==> src/rtl/rx_pair_buffer.sv <==
module rx_pair_buffer #(
  parameter int DATA_W = 8,
  parameter int DEPTH  = 2
) (
  input  logic              clk,
  input  logic              rst_n,
  input  logic              rx_en,
  input  logic              wr_stb,
  input  logic [DATA_W-1:0] wr_data,
  input  logic              wr_bit9,
  input  logic              wr_ferr,
  input  logic              rd_stb,
  input  logic              irq_en,
  output logic [DATA_W-1:0] head_data,
  output logic              head_bit9,
  output logic              head_ferr,
  output logic              ready,
  output logic              irq,
  output logic              overrun
);
  localparam int PW = (DEPTH > 1) ? $clog2(DEPTH) : 1;
  localparam int CW = $clog2(DEPTH + 1);
  localparam int EW = DATA_W + 2;

  logic [EW-1:0] slot [DEPTH];
  logic [PW-1:0] rd_ptr, wr_ptr;
  logic [CW-1:0] count;
  logic          pop_ok, full, take, ovr_hit;

  function automatic logic [PW-1:0] step(input logic [PW-1:0] p);
    return (p == PW'(DEPTH - 1)) ? '0 : p + 1'b1;
  endfunction

  assign pop_ok  = rd_stb && (count != '0);
  assign full    = (count == CW'(DEPTH));
  assign take    = wr_stb && rx_en && !overrun && (!full || pop_ok);
  assign ovr_hit = wr_stb && rx_en && !overrun && full && !pop_ok;

  always_ff @(posedge clk or negedge rst_n) begin
    if (!rst_n) begin
      for (int i = 0; i < DEPTH; i++) slot[i] <= '0;
      rd_ptr  <= '0;
      wr_ptr  <= '0;
      count   <= '0;
      overrun <= 1'b0;
    end else begin
      if (take) begin
        slot[wr_ptr] <= {wr_ferr, wr_bit9, wr_data};
        wr_ptr       <= step(wr_ptr);
      end
      if (pop_ok) rd_ptr <= step(rd_ptr);
      if (take && !pop_ok)      count <= count + 1'b1;
      else if (pop_ok && !take) count <= count - 1'b1;
      if (!rx_en)       overrun <= 1'b0;
      else if (ovr_hit) overrun <= 1'b1;
    end
  end

  assign {head_ferr, head_bit9, head_data} = slot[rd_ptr];
  assign ready = (count != '0);
  assign irq   = ready & irq_en;
endmodule

==> config.mk <==
export PLATFORM = sky130hd
export DESIGN_NAME = rx_pair_buffer
export DESIGN_NICKNAME = d
export VERILOG_FILES = /design/src/rtl/rx_pair_buffer.sv
export SDC_FILE = /design/constraint.sdc
export NUM_CORES = 1
export LEC_CHECK = 0
export BUFFER_PORTS_ARGS = -buffer_cell sky130_fd_sc_hd__buf_2
export CAP_MARGIN = 20
export CORE_ASPECT_RATIO = 0.9
export CORE_MARGIN = 5
export CORE_UTILIZATION = 30
export CTS_BUF_LIST = sky130_fd_sc_hd__clkbuf_16
export DETAILED_ROUTE_END_ITERATION = 16
export GPL_TIMING_DRIVEN = 0
export PLACE_DENSITY_LB_ADDON = 0.12
export SYNTH_ARGS = -nofsm -noshare
export SYNTH_HDL_FRONTEND = slang
export SYNTH_SLANG_ARGS = --single-unit
export TNS_END_PERCENT = 10
==> constraint.sdc <==
create_clock -name clk -period 1.8 [get_ports clk]
set_input_delay 0.09 -clock clk [delete_from_list [all_inputs] [get_ports clk]]
set_output_delay 0.09 -clock clk [all_outputs]
set_load 0.01 [all_outputs]
==> summary by stage, run 1 <==
Critical path
For this design, the slowest cell found on the critical path is sky130_fd_sc_hd__or4_1. Data arrives at the worst endpoint at 1.81 ns. The critical path buffer and inverter count is 1.

STA puts the critical path data required time at 1.94 ns. The worst setup path is launched from a register. The critical path endpoint category is a register.

The critical path goes through nor3b_2 -> or4_1 -> buf_6 -> mux2_4. Among cell families on the critical path, the largest total delay comes from simple AND/OR/NAND/NOR gates. For this run, the slowest stage of the critical path takes 0.49 ns.

The category of the critical setup timing path is reg2reg. In this run the worst path has a maximum fanout of 10.

Logic synthesis
Synthesis inferred 25 register bits. Yosys mapped the design onto 19 distinct sky130hd cell types. After synthesis, the cell types taking the most area are sky130_fd_sc_hd__dfrtp_1 55%, sky130_fd_sc_hd__mux2_2 20%, sky130_fd_sc_hd__mux2_4 13%, sky130_fd_sc_hd__xor2_1 2.3%, sky130_fd_sc_hd__xnor2_1 1.5%. The number of nets handed over by synthesis was 92. The average instance in the mapped netlist occupies 15.3 µm². During synthesis, Yosys emitted a total of 0 warnings.

The dominant cell type by area after synthesis is sky130_fd_sc_hd__dfrtp_1. The cell count after synthesis is 75. The sequential element share of the synthesized area is 0.546. The total standard cell area after synthesis is 1150 µm². Of the post-synthesis cell area, the dominant cell type holds 0.546.

Route
The via density per instance is 4.50. After the first detailed-routing iteration, the DRC count stood at 21. For this run, design rule violations remaining after detail routing come to 0. The routed wire length is 2.20 mm.

In this run the remaining antenna-violating nets after routing total 0. The average wire per cell in the routed design is 14.4 µm. The routed layout has 688 vias. Before antenna repair, the detailed router went through 4 iterations.

Power
The worst-case IR drop observed on VDD is 0.661 mV. The power density over the cells is 1790 nW/µm². The leakage power is 0.689 nW.

Placed design
The half-perimeter wire length after detailed placement is 1.61 mm. The number of buffers added on ports is 28. After detailed placement, the total cell area comes to 1340 µm². The congestion estimate from routability-driven global placement came to 0.627.

Global route
The initial antenna violation count is 0. Summed over all layers, the global routing overflow is 0. The maximum number of pins on one net before global-route repair is 26. The first global-routing pass estimated 3.84 mm of wire. The number of global-route vias before repair is 818. For this run, the total global-route usage over all layers was measured as 0.100.

Timing
The hold violation total from the final report is 0. The timing-limited maximum frequency is 599 MHz. The transition time of the tightest slew-check pin is 0.554 ns. The final count of pins violating max slew is 0. The setup violation total in the final timing report is 0.

Measured against its own limit, the worst slew margin works out to 0.631. The final-layout setup total negative slack is 0 ns. The worst path in the final design needs a cycle of 1.67 ns, including I/O delays and setup.

Setup repair after global routing left no endpoint under its margin. The final worst clock skew is 0.00231 ns. Of the available clock period, the critical path in the final layout requires 0.928.

CTS
After clock tree synthesis, the clock-pin slew on the worst setup and hold paths is 0.06 ns. The root buffer cell is sky130_fd_sc_hd__clkbuf_16. TritonCTS built the clock tree. The clock insertion delay at the later pin of the skew report is 0.25 ns. Counting the buffers created by CTS gives 3. The number of sinks handled by clock tree synthesis is 25. The clock passes through at most 2 buffers. The number of setup buffers added after CTS is 0.

CTS built an H-tree with a depth of 1.

Floorplanning
In this run the vertical extent of the chip is 68.6 µm. The I/O pin count is 29. The die covers 5160 µm². The floorplan has 21 rows. The die span in x is 75.2 µm. The area of the core is 3700 µm².

The effective utilization at floorplan is 0.309.

Final layout
The share of final-layout standard cells stronger than drive strength 1 is 0.617. In the final layout, the multi-input gates occupy 500 µm². The layout-stage area growth over the synthesis result is 24.8%. The final layout contains 125 nets. The number of diodes is 0. The finished cells cover 1430 µm².

The area of all sequential standard cells is 626 µm². The layout filler cell count is 351.

Min path
The path type of the worst min-delay path is in2reg.

Outcome
The flow ran to the end, and the final reports show no timing, DRC or antenna violations.

Run
The total of max-cap violations is 0.
-- kinds of logic (layout without fill, tap and decap cells) --
family	count (synthesis)	count (layout)	share of synthesized area
simple gates	10	10	0.0557
flops	25	25	0.546
xor+xnor	5	5	0.0382
buf+inv	3	35	0.0175
mux	30	30	0.328
compound gates	1	1	0.00436
fa+ha+maj	1	1	0.0109
-- final cells by class --
| class | count | share of cell area |
|---|---|---|
| flip-flops and latches | 25 | 0.437 |
| multi-input cells | 47 | 0.350 |
| repair buffers | 29 | 0.105 |
| clock buffers | 3 | 0.0525 |
| well taps | 46 | 0.0402 |
| plain buffers | 2 | 0.0114 |
| clock inverters | 1 | 0.00350 |
-- cell usage after synthesis, drive strengths merged --
master	n
or4	1
nor4b	1
and2	1
nor3	1
dfrtp	25
xnor2	2
ha	1
a21oi	1
nor2b	1
buf	2
mux2	30
xor2	3
clkbuf	1
nor3b	1
nand2	2
or2	1
nor2	1
-- per-layer routing --
metal | up-vias | track usage | routed length [µm]
li1 | 327 | - | -
met1 | 341 | 0.123 | 963
met2 | 18 | 0.165 | 1040
met3 | 2 | 0.0391 | 173
met4 | 0 | 0.0262 | 19
met5 | - | 0 | 0
-- metrics by stage --
stage | power [mW] | instances | setup slack, ns | util | hold WS [ns]
final | 2.56 | 153 | 0.130 | 0.386 | 0.0787
after detailed placement | 2.12 | 149 | 0.128 | 0.363 | 0.124
after CTS | 2.63 | 154 | 0.0173 | 0.387 | 0.0772
after global placement | 2.09 | 149 | 0.128 | 0.363 | 0.125
after floorplan | 1.78 | 75 | 0.206 | - | -0.206
after global routing | 2.78 | 153 | 0.0298 | 0.386 | 0.0676
-- where the power goes --
group	leakage, nW	internal, mW	total, mW	switching, mW
combinational	0.350	0.652	1.04	0.384
clock	0.0409	0.299	0.482	0.183
sequential	0.298	0.844	1.05	0.204
-- flip-flops by register name, indices dropped and copies added (netlist names) --
register and count:
count 2, slot 20, overrun 1, rd_ptr 1, wr_ptr 1
-- cells in the final DEF, fill, tap and decap left out, types with 2 or more instances in the layout --
cell type | synthesis | final
sky130_fd_sc_hd__buf_2 | 1 | 29
sky130_fd_sc_hd__dfrtp_1 | 25 | 25
sky130_fd_sc_hd__clkbuf_16 | 0 | 3
sky130_fd_sc_hd__xnor2_1 | 2 | 2
sky130_fd_sc_hd__mux2_2 | 20 | 20
sky130_fd_sc_hd__nand2_1 | 2 | 2
sky130_fd_sc_hd__xor2_1 | 3 | 3
sky130_fd_sc_hd__mux2_4 | 10 | 10
-- repair_timing --
action,4_1_cts,5_1_grt
endpoints found under the hold margin,25,0
setup endpoints to repair,0,9
resized for setup,0,0
hold buffers,1,0
-- worst reg2reg max path, delay by kind of cell (launching register included) --
family / cells / cell delay, ns
flops: 1 / 0.40
buf+inv: 1 / 0.18
mux: 1 / 0.30
simple gates: 2 / 0.67
-- path summary, 6_finish.rpt --
path / startpoint / slack [ns] / depth (start not counted) / end
worst max-delay path: count[1]$_DFFE_PN0P_ / 0.13 / 4 / slot[17]$_DFFE_PN0P_
worst min-delay path: rx_en / 0.08 / 2 / overrun$_DFFE_PN0P_
worst max register to register: count[1]$_DFFE_PN0P_ / 0.13 / 4 / slot[17]$_DFFE_PN0P_
worst min register to register: count[1]$_DFFE_PN0P_ / 0.48 / 1 / count[1]$_DFFE_PN0P_
max in group asynchronous: rst_n / 1.07 / 2 / overrun$_DFFE_PN0P_
min in group asynchronous: rst_n / 0.35 / 2 / slot[19]$_DFFE_PN0P_
Power figures use the tool's default switching activity.
==> run 2: changes to the inputs <==
- PLACE_DENSITY_LB_ADDON: 0.12 -> default
==> run 2 against run 1 <==
Sequential share of layout area barely moved; die area unchanged; critical path depth is the same; maximum frequency up 0.18%; combinational power barely moved; highest routed layer unchanged; clock-buffer cell count unchanged; global-route usage decreased by 0.76 points; clock skew fell by 0.00087 ns; design area barely moved; worst hold slack got worse by 0.0077 ns.
==> summary by stage, run 2 (synthesis gave the netlist of run 1 again) <==
Outcome
The flow ran to the end, and the final reports show no timing, DRC or antenna violations.

Timing
At the pin with the least slew margin, the transition time is 0.557 ns. The hold violation total from the final report came to 0. The final cycle utilization of the critical path is 0.926. In the post-route analysis, the smallest setup slack over all paths is 0.133 ns. In this run the tightest slew margin relative to its limit is 0.628. Setup repair after global routing left no endpoint under its margin.

For the final database, setup skew stands at 0.00144 ns. Setup violations remaining at the end of the flow were counted as 0. The worst hold slack is 0.0710 ns.

The final count of pins violating max slew was 0. The final-layout setup total negative slack is 0 ns. The smallest clock period supported by the final layout is computed as 1.67 ns.

The timing-limited maximum frequency is 600 MHz.

Critical path
The required time of the critical path is 1.94 ns. The critical path is of the reg2reg type. In this run the worst setup path terminates at slot[17]$_DFFE_PN0P_. The slack of the worst reg-to-reg path is 0.13 ns.

In this run the critical register-to-register path is captured at slot[17]$_DFFE_PN0P_. The arrival time at the worst endpoint is 1.81 ns. Along the worst path, the maximum fanout reaches 10. STA classifies the critical path endpoint as a register. For the worst flop-to-flop path, the logic depth is 4. In this run the critical register-to-register path is launched from count[1]$_DFFE_PN0P_. STA classifies the critical path startpoint as a register. The critical path startpoint is count[1]$_DFFE_PN0P_.

Final layout
The multi-input logic area is 500 µm². The repair_antennas step left the layout with diodes totalling 0. The layout-stage area growth over the synthesis result is 24.9%.

Of the cells placed in the final design, the portion with a size suffix greater than 1 is 0.607. The area of all sequential standard cells is 626 µm². The cell area after layout is 1430 µm². The largest register by flop count is slot.

The register with the most flip-flops in the layout has 20 of them. The filler cells instantiated in the layout total 356. After the last flow step, the layout net total stands at 125. In the final layout, the registers with the most flip-flops are slot x20, count x2. The end-of-flow core utilization is 0.386. In the layout the commonest cells are 28 x sky130_fd_sc_hd__buf_2, 25 x sky130_fd_sc_hd__dfrtp_1, 20 x sky130_fd_sc_hd__mux2_2, 10 x sky130_fd_sc_hd__mux2_4. The most common cell after layout, fill and taps aside is sky130_fd_sc_hd__buf_2.

Floorplanning
In this run the core area contains 21 standard-cell rows. The initial utilization of the core area, before any placement, comes to 0.309. The die covers 5160 µm².

29 I/O pins were placed. The area of the core is 3700 µm². From bottom edge to top edge, the die measures 68.6 µm.

From left edge to right edge, the die measures 75.2 µm.

Placed design
Detailed placement ended at an HPWL of 1.55 mm. The placed instances occupy a cell area of 1340 µm². The count of buffers added on input and output ports is 28. OpenSTA, run right after detailed placement, puts the worst setup slack at 0.142 ns.

The weighted congestion at the end of routability-driven global placement is 0.652.

Global route
The number of global-route vias before repair is 804. Entering global routing, the biggest net connects 26 pins. The met1 global-route usage is 0.105. The first global-routing pass estimated 3.61 mm of wire. The met3 routing resource usage after global routing is 0.0304. The initial antenna violation count is 0. met2 is the most crowded layer.

For this run, the total global-route usage over all layers was measured as 0.0925. The met2 track utilization from global routing is 0.166. Global routing finished with a remaining overflow of 0.

CTS
The clock input transition at the sequential cells of the worst setup and hold paths is 0.06 ns. The depth of the CTS H-tree is 1. The maximum root-to-sink buffer count is 2. After clock tree synthesis, the setup repair step added 0 buffers. For this design, the sink count on the clock tree is 25. The root buffer cell is sky130_fd_sc_hd__clkbuf_16. The CTS tree is done.

The total CTS buffers is 3. The clock insertion delay at the later pin of the skew report is 0.25 ns.

Power
The maximum vdd ir drop is 0.492 mV. The power density over the cells is 1790 nW/µm². The leakage power is 0.690 nW.

Route
Summed over all layers, the routed wires come to 2.12 mm. The starting DRC count in detailed routing is 29. For this run, design rule violations remaining after detail routing come to 0. The number of routed nets with antenna violations is 0.

The average wire per cell in the routed design is 13.8 µm. Before antenna repair, the detailed router went through 2 iterations. The total number of vias is 704. The via density per instance is 4.60.

Min path
The path type of the worst min-delay path is in2reg.

Run
The total of max-cap violations is 0.
-- run 2: changes by cell type in the layout (fill, tap and decap cells not counted), sizes merged --
cell	previous run	this run
clkbuf	3	4
buf	30	29
clkinv	1	0
inv	0	1
-- run 2: per-stage QoR --
step           instances  power (mW)
6_report             153        2.57
5_1_grt              153        2.77
3_5_place_dp         149        2.12
4_1_cts              154        2.61
2_1_floorplan         75        1.78
3_3_place_gp         149        2.07
-- run 2: worst min path at each step --
stage	startpoint	end	cells past startpoint
global placement	rst_n	slot[0]$_DFFE_PN0P_	1
finish	rx_en	overrun$_DFFE_PN0P_	2
detailed placement	rst_n	slot[10]$_DFFE_PN0P_	1
global route	wr_data[4]	slot[14]$_DFFE_PN0P_	2
CTS	rx_en	overrun$_DFFE_PN0P_	2
floorplan	rst_n	count[0]$_DFFE_PN0P_	0
-- run 2: layout make-up --
type	count	share of cell area
Sequential cell	25	0.437
Clock inverter	1	0.00262
Multi-Input combinational cell	47	0.350
Tap cell	46	0.0402
Clock buffer	3	0.0524
Timing Repair Buffer	29	0.105
Buffer	2	0.0131
-- run 2: critical path, stage by stage, from the launching register on --
cell,delay (ns)
sky130_fd_sc_hd__dfrtp_1,0.40
sky130_fd_sc_hd__nor3b_2,0.18
sky130_fd_sc_hd__or4_1,0.49
sky130_fd_sc_hd__buf_6,0.18
sky130_fd_sc_hd__mux2_4,0.30
-- run 2: where the power goes --
group | switching, mW | internal (mW)
clock | 0.179 | 0.296
sequential | 0.206 | 0.844
combinational | 0.387 | 0.654
total | 0.772 | 1.79
-- run 2: per-layer routing --
metal,vias to the layer above,share of wire
met4,0,0.015
met1,348,0.46
li1,333,-
met2,19,0.47
met5,-,0
met3,4,0.062
-- run 2: timing repair --
item                                    CTS  global route
hold buffers                              1             0
gates resized for setup                   0             1
endpoints found under the setup margin    0            17
hold endpoints to repair                 25             0
